**src/rtl/dma_port_pkg.sv**
```systemverilog
package dma_port_pkg;
  typedef enum logic [1:0] {
    SZ_BYTE = 2'b00,
    SZ_HALF = 2'b01,
    SZ_WORD = 2'b10,
    SZ_RSVD = 2'b11
  } dma_size_e;
endpackage

```
**src/rtl/dma_handshake.sv**
```systemverilog
module dma_handshake #(
  parameter bit DUAL_PORT = 1'b0
) (
  input  logic clk,
  input  logic rst,
  input  logic dma_wait,
  input  logic core_halted,
  output logic core_stall,
  output logic dma_ready
);
  generate
    if (DUAL_PORT) begin : g_dual
      // Second RAM port: no arbitration with the core is needed.
      logic rdy_q;
      always_ff @(posedge clk) begin
        if (rst) rdy_q <= 1'b0;
        else     rdy_q <= 1'b1;
      end
      assign core_stall = 1'b0;
      assign dma_ready  = rdy_q;
      logic unused_in;
      assign unused_in = dma_wait ^ core_halted;
    end else begin : g_single
      logic stall_q, rdy_q;
      always_ff @(posedge clk) begin
        if (rst) begin
          stall_q <= 1'b0;
          rdy_q   <= 1'b0;
        end else begin
          stall_q <= dma_wait;
          rdy_q   <= dma_wait & stall_q & core_halted;
        end
      end
      assign core_stall = stall_q;
      assign dma_ready  = rdy_q;
    end
  endgenerate
endmodule

```
**src/rtl/dma_lane_map.sv**
```systemverilog
module dma_lane_map
  import dma_port_pkg::*;
#(
  parameter int DATA_W = 32,
  localparam int LANES = DATA_W / 8,
  localparam int OFF_W = $clog2(LANES)
) (
  input  logic [1:0]        size,
  input  logic [OFF_W-1:0]  off,
  input  logic [DATA_W-1:0] wdata,
  output logic [LANES-1:0]  be,
  output logic [DATA_W-1:0] lane_data,
  output logic              size_ok
);
  dma_size_e sz;
  assign sz      = dma_size_e'(size);
  assign size_ok = (sz != SZ_RSVD);

  generate
    for (genvar i = 0; i < LANES; i++) begin : g_lane
      logic       be_l;
      logic [7:0] d_l;
      always_comb begin
        case (sz)
          SZ_BYTE: begin
            be_l = (off == OFF_W'(i));
            d_l  = wdata[7:0];
          end
          SZ_HALF: begin
            be_l = ((off >> 1) == OFF_W'(i >> 1));
            d_l  = wdata[8*(i%2) +: 8];
          end
          SZ_WORD: begin
            be_l = 1'b1;
            d_l  = wdata[8*i +: 8];
          end
          default: begin
            be_l = 1'b0;
            d_l  = 8'h00;
          end
        endcase
      end
      assign be[i]            = be_l;
      assign lane_data[8*i +: 8] = d_l;
    end
  endgenerate
endmodule

```
**src/rtl/dma_rd_capture.sv**
```systemverilog
module dma_rd_capture #(
  parameter int DATA_W = 32
) (
  input  logic              clk,
  input  logic              rst,
  input  logic              rd_issue,
  input  logic [DATA_W-1:0] ram_rdata,
  output logic [DATA_W-1:0] rdata
);
  logic cap_q;
  always_ff @(posedge clk) begin
    if (rst) begin
      cap_q <= 1'b0;
      rdata <= '0;
    end else begin
      cap_q <= rd_issue;
      if (cap_q) rdata <= ram_rdata;
    end
  end
endmodule

```
**src/rtl/dma_dram_port.sv**
```systemverilog
module dma_dram_port #(
  parameter bit DUAL_PORT = 1'b0,
  parameter int ADDR_W    = 26,
  parameter int DATA_W    = 32,
  localparam int LANES    = DATA_W / 8,
  localparam int OFF_W    = $clog2(LANES),
  localparam int RAM_AW   = ADDR_W - OFF_W
) (
  input  logic              clk,
  input  logic              rst,
  input  logic              dma_req_n,
  input  logic              dma_write,
  input  logic [ADDR_W-1:0] dma_addr,
  input  logic [1:0]        dma_size,
  input  logic [DATA_W-1:0] dma_wdata,
  input  logic              dma_en,
  input  logic              dma_wait,
  input  logic              core_halted,
  output logic [DATA_W-1:0] dma_rdata,
  output logic              dma_ready,
  output logic              core_stall,
  output logic [RAM_AW-1:0] ram_addr,
  output logic              ram_en,
  output logic [DATA_W-1:0] ram_wdata,
  output logic [LANES-1:0]  ram_be,
  input  logic [DATA_W-1:0] ram_rdata
);
  logic [LANES-1:0]  map_be;
  logic [DATA_W-1:0] map_data;
  logic              size_ok;
  logic              accept;
  logic              rd_q;

  dma_handshake #(.DUAL_PORT(DUAL_PORT)) u_hs (
    .clk(clk), .rst(rst), .dma_wait(dma_wait), .core_halted(core_halted),
    .core_stall(core_stall), .dma_ready(dma_ready)
  );

  dma_lane_map #(.DATA_W(DATA_W)) u_map (
    .size(dma_size), .off(dma_addr[OFF_W-1:0]), .wdata(dma_wdata),
    .be(map_be), .lane_data(map_data), .size_ok(size_ok)
  );

  assign accept = !dma_req_n && dma_en && dma_ready && (!dma_write || size_ok);

  always_ff @(posedge clk) begin
    if (rst) begin
      ram_en    <= 1'b0;
      ram_addr  <= '0;
      ram_be    <= '0;
      ram_wdata <= '0;
      rd_q      <= 1'b0;
    end else begin
      ram_en <= accept;
      rd_q   <= accept && !dma_write;
      ram_be <= (accept && dma_write) ? map_be : '0;
      if (accept) begin
        ram_addr  <= dma_addr[ADDR_W-1:OFF_W];
        ram_wdata <= dma_write ? map_data : '0;
      end
    end
  end

  dma_rd_capture #(.DATA_W(DATA_W)) u_cap (
    .clk(clk), .rst(rst), .rd_issue(rd_q), .ram_rdata(ram_rdata), .rdata(dma_rdata)
  );
endmodule

```
**config.mk**
```make
export PLATFORM = sky130hd
export DESIGN_NAME = dma_dram_port
export DESIGN_NICKNAME = d
export VERILOG_FILES = /design/src/rtl/dma_port_pkg.sv /design/src/rtl/dma_handshake.sv /design/src/rtl/dma_lane_map.sv /design/src/rtl/dma_rd_capture.sv /design/src/rtl/dma_dram_port.sv
export SDC_FILE = /design/constraint.sdc
export NUM_CORES = 1
export LEC_CHECK = 0
export ABC_AREA = 1
export BUFFER_PORTS_ARGS = -buffer_cell sky130_fd_sc_hd__buf_2
export CAP_MARGIN = 30
export CORE_ASPECT_RATIO = 0.6
export CORE_MARGIN = 2
export CORE_UTILIZATION = 35
export DETAILED_ROUTE_END_ITERATION = 8
export PLACE_DENSITY = 0.74
export RECOVER_POWER = 25
export SYNTH_ARGS = -nofsm -noshare
export SYNTH_HDL_FRONTEND = slang
export SYNTH_SLANG_ARGS = --single-unit
export TNS_END_PERCENT = 20
```
**constraint.sdc**
```tcl
create_clock -name clk -period 1.35 [get_ports clk]
set_clock_uncertainty 0.1 [all_clocks]
set_input_delay 0.135 -clock clk [delete_from_list [all_inputs] [get_ports clk]]
set_output_delay 0.135 -clock clk [all_outputs]
set_load 0.01 [all_outputs]
```
=== Word level (Yosys, flattened, before mapping) ===
Index checks and enable logic that the tools add are counted.

* Eq/ne operators: 6
* Bitwise gates (word level): 3
* Reduce and logical (&&, ||, !) cells: 15
* Multiplexer cells: 9

{| class="wikitable"
|+ Operator list
! operator !! count
|-
| $mux 32 || 1
|-
| $pmux 8 s2 || 2
|-
| $pmux 8 s3 || 1
|-
| $pmux 1 s3 || 4
|-
| $mux 8 || 1
|-
| $eq 2x2->1 const B || 3
|-
| $logic_not 2->1 || 3
|-
| $reduce_or 2->1 || 3
|-
| $logic_and 1x1->1 || 5
|-
| $eq 2x1->1 const B || 2
|-
| $reduce_or 3->1 || 1
|-
| $and 1x1->1 || 2
|-
| $logic_not 1->1 || 2
|-
| $ne 2x2->1 const B || 1
|-
| $logic_or 1x1->1 || 1
|-
| $not 1->1 || 1
|}

* Register bits: 97
* Word-level logic and storage cells: 42

=== Logic depth before layout (Yosys ltp) ===
* Depth after elaboration: 7
* Mapped depth: 9
* Gate-level depth less buffers: 8

=== Hierarchy ===
Synthesis repeated with hierarchy kept, for this count alone.

* Cell total of the unflattened synthesis: 758
* Area, all modules: 4,834.6 µm²

{| class="wikitable"
|+ By module, submodules not included
! module !! instances !! seq. area each (µm²) !! cells an instance !! area an instance (µm²)
|-
| dma_dram_port || 1 || 1,241.2 || 397 || 2,706.3
|-
| dma_rd_capture || 1 || 660.6 || 206 || 1,366.3
|-
| dma_lane_map || 1 || 0.0 || 148 || 698.2
|-
| dma_handshake || 1 || 40.0 || 7 || 63.8
|}

=== Worst setup path after synthesis ===
No wires, ideal clock.

* Kind: flip-flop to flip-flop
* Start point: register u_hs.g_single.rdy_q (netlist: u_hs.dma_ready)
* End point: register ram_wdata[27]
* Path slack: 0.116 ns
* Library setup time: 0.128 ns
* Cell stages (with the launch flop): 9
* Arrival: 1.007 ns
* Clock period less this slack: 1.234 ns
* Data required time: 1.122 ns
* Cells stage by stage: dfxtp_1 nand2_1 inv_1 nand3_2 inv_2 buf_6 nor2_1 nor2_1 nor2_1

* Longest elaborated chain between the ends: 2

{| class="wikitable"
|+ RTL lines
! what !! RTL line !! RTL
|-
| start, declared || dma_handshake.sv:24 || <nowiki>logic stall_q, rdy_q;</nowiki>
|-
| start signal, assigned || dma_handshake.sv:31 || <nowiki>rdy_q <= dma_wait & stall_q & core_halted;</nowiki>
|-
| $logic_and 1x1->1 (2 in series) || dma_dram_port.sv:44 || <nowiki>assign accept = !dma_req_n && dma_en && dma_ready && (!dma_write || size_ok);</nowiki>
|-
| end signal, assigned || dma_dram_port.sv:59 || <nowiki>ram_wdata <= dma_write ? map_data : '0;</nowiki>
|-
| end, declared || dma_dram_port.sv:24 || <nowiki>output logic [DATA_W-1:0] ram_wdata,</nowiki>
|}

No other way between the ends.
A chain may end at the register's enable or synchronous reset.

=== Final worst setup path ===
* Start point: register u_hs.g_single.rdy_q (netlist: u_hs.dma_ready)
* End point: register ram_addr[23]

* Longest elaborated chain between the ends: 2

{| class="wikitable"
|+ RTL lines
! what !! RTL line !! RTL
|-
| $logic_and 1x1->1 (2 in series) || dma_dram_port.sv:44 ||
|-
| end signal, assigned || dma_dram_port.sv:58 || <nowiki>ram_addr <= dma_addr[ADDR_W-1:OFF_W];</nowiki>
|-
| end, declared || dma_dram_port.sv:22 || <nowiki>output logic [RAM_AW-1:0] ram_addr,</nowiki>
|}

No other way between the ends.

==> out/metrics.yaml <==
num_rows: 29
tritoncts: "done"
finalSetupViolCount: 0
maxSlewViolCount: 0
startpoint_type: "flop"
synthToLayoutAreaGrowth_pct: 56.3
r2r_end: "ram_addr[23]"
start_util_pct: 36.3
ys_ff_latch: 97
dpl.hpwl_mm: 8.72
drt-initial-drc-count: 257
portBuffers: 193
grt_max_degree: 36
clk_pin_slew_ns: 0.07
synth_area_um2: 3870
core_area_um2: 10700
antenna_cells: 0
cts_max_level: 3
wirelength_mm: 12.7
antenna_found_initial: 0
clock_latency_ns: 0.34
dieArea_um2: 11900
grt_usage_pct: 20.6
rsz0062_at_grt: "true"
pre_cts_ws_ns: -0.0657
r2r_cells: 6
die_x_um: 140
cp-end-kind: "flop"
avgSynthCellArea_um2: 7.13
mostFrequentLayoutCells: "nor2_1, buf_2, nand2_1, dfxtp_1, dlygate4sd3_1"
path_buf_inv: 2
crit_type: "reg2reg"
holdWs_ns: 0.0200
worst_pin_slew_ns: 0.335
vias: 4395
numCtsBuffers: 9
crit_chain: "nand2_1, inv_2, nand3_4, buf_6, o21ai_0, nor2_1"
whs_path_depth: 5
max_freq_ghz: 0.768
hold_class: "in2reg"
synth_seq_area_share_pct: 50.1
worstPathArrival_ns: 1.43
cap_violations: 0
postSynthCellCount: 543
hold_viol_final: 0
synth_nets: 647
layout_commonest_cell: "nor2_1"
report.power.total_mw: 5.86
cp_slowest_cell: "dfxtp_1"
p_leak_nw: 2.93
drive_gt1_share_pct: 26.5
r2r_setup_slack_ns: 0.05
cp_data_required_time_ns: 1.48
r2r_start: "u_hs.dma_ready"
dr.pass1.iters: 4
routed_via_density: 4.60
synth_cell_types: 21
min_to: "ram_wdata[17]"
vdd_ir_drop_max_mv: 0.614
path_max_fanout: 26
fin_ws_ns: 0.0479
maxSlewHeadroom_pct: 77.7
overflow: 0
hp-start: "dma_wdata[17]"
grt_pass1_vias: 4129
cp_top_family: "flip-flops"
max_stage_delay_ns: 0.33
pin_count: 194
finalWeightedCongestion: 0.892
power_density_nw_per_um2: 967
cts_sinks: 97
fin_crit_sh_pct: 96.5
ant_nets: 0
fp.dieH_um: 85.5
synth.yosys.warnings: 0
period_minus_slack_ns: 1.30
num-nets-final: 915
drc: 0
outcome: "finished, final reports clean"
cts_buffer_depth: 2
cts_root_buf: "clkbuf_16"
grt_pass1_wl_mm: 19.9
n_fill_cell: 1000
wire_per_inst_um: 13.3
[where the power goes]
group | internal [mW] | switching (mW) | leakage [nW]
sequential | 2.87 | 0.00456 | 0.781
clock | 1.25 | 1.10 | 0.125
combinational | 0.341 | 0.293 | 2.02
[synthesized netlist by cell type (all sizes together)]
master	number	area [um^2]
clkbuf	14	52.6
inv	29	109
nand3	21	110
nand4	1	12.5
a31oi	4	25.0
nor3	1	5.00
ha	5	62.6
nor2	161	617
dfxtp	97	1940
nand2	109	414
buf	17	101
and3	1	6.26
a21oi	16	80.1
o21ai	67	335
[per-layer routing]
metal,up-vias,track usage (%),share of wire [%]
li1,2236,-,-
met1,1928,28.1,47
met2,213,32.8,43
met3,18,5.70,8.4
met4,0,4.91,1.7
met5,-,0,0
[cell families after synthesis]
group / after synthesis / share of synthesized area [%]
simple gates: 294 / 30.1
flops: 97 / 50.1
compound gates: 87 / 11.4
buf+inv: 60 / 6.79
fa+ha+maj: 5 / 1.62
[flip-flops by register name (all words and copies together) (netlist names)]
| register | flops |
|---|---|
| ram_be | 4 |
| u_cap.cap_q | 1 |
| ram_addr | 24 |
| u_hs.core_stall | 1 |
| u_cap.rdata | 32 |
| u_hs.dma_ready | 1 |
| rd_q | 1 |
| ram_en | 1 |
| ram_wdata | 32 |
[stage by stage]
| stage | instance area, um^2 | instances | utilization, % | setup TNS, ns |
|---|---|---|---|---|
| final | 6050 | 955 | 56.7 | 0 |
| after global routing | 6050 | 955 | 56.7 | -0.680 |
| after CTS | 6040 | 955 | 56.7 | 0 |
| after detailed placement | 5130 | 875 | 48.1 | -1.97 |
| after global placement | 5130 | 875 | 48.1 | -1.23 |
| after floorplan | 3870 | 543 | - | 0 |
[timing repair]
item / CTS / global route
setup buffers: 0 / 0
setup endpoints to repair: 0 / 84
endpoints found under the hold margin: 64 / 0
hold buffers: 64 / 0
resized for setup: 0 / 18
[worst reg2reg max path: cells and delay by family (launching register included)]
family          cells  cell delay [ns]
buf+inv             2             0.31
compound gates      1             0.20
simple gates        3             0.25
flops               1             0.33
[how the worst max path moves through the flow]
stage / start / end / slack, ns / cells past startpoint
2_1_floorplan: u_hs.dma_ready / ram_wdata[27] / 0.12 / 8
3_3_place_gp: dma_size[0] / ram_wdata[9] / -0.05 / 8
3_5_place_dp: dma_size[0] / ram_wdata[16] / -0.07 / 8
4_1_cts: rst / u_cap.rdata[26] / 0.02 / 6
5_1_grt: u_hs.dma_ready / ram_addr[0] / -0.04 / 8
6_report: u_hs.dma_ready / ram_addr[23] / 0.05 / 6
[area by class of cell]
type	count	area [um^2]	area share (%)
timing repair buffer	288	1850	30.5
sequential	97	1940	32.1
clock inverter	6	45.0	0.744
clock buffer	10	229	3.78
tap	139	174	2.87
multi-input combinational	386	1700	28.1
inverter	29	115	1.90
Note: power is estimated with default switching activity, not from simulation.
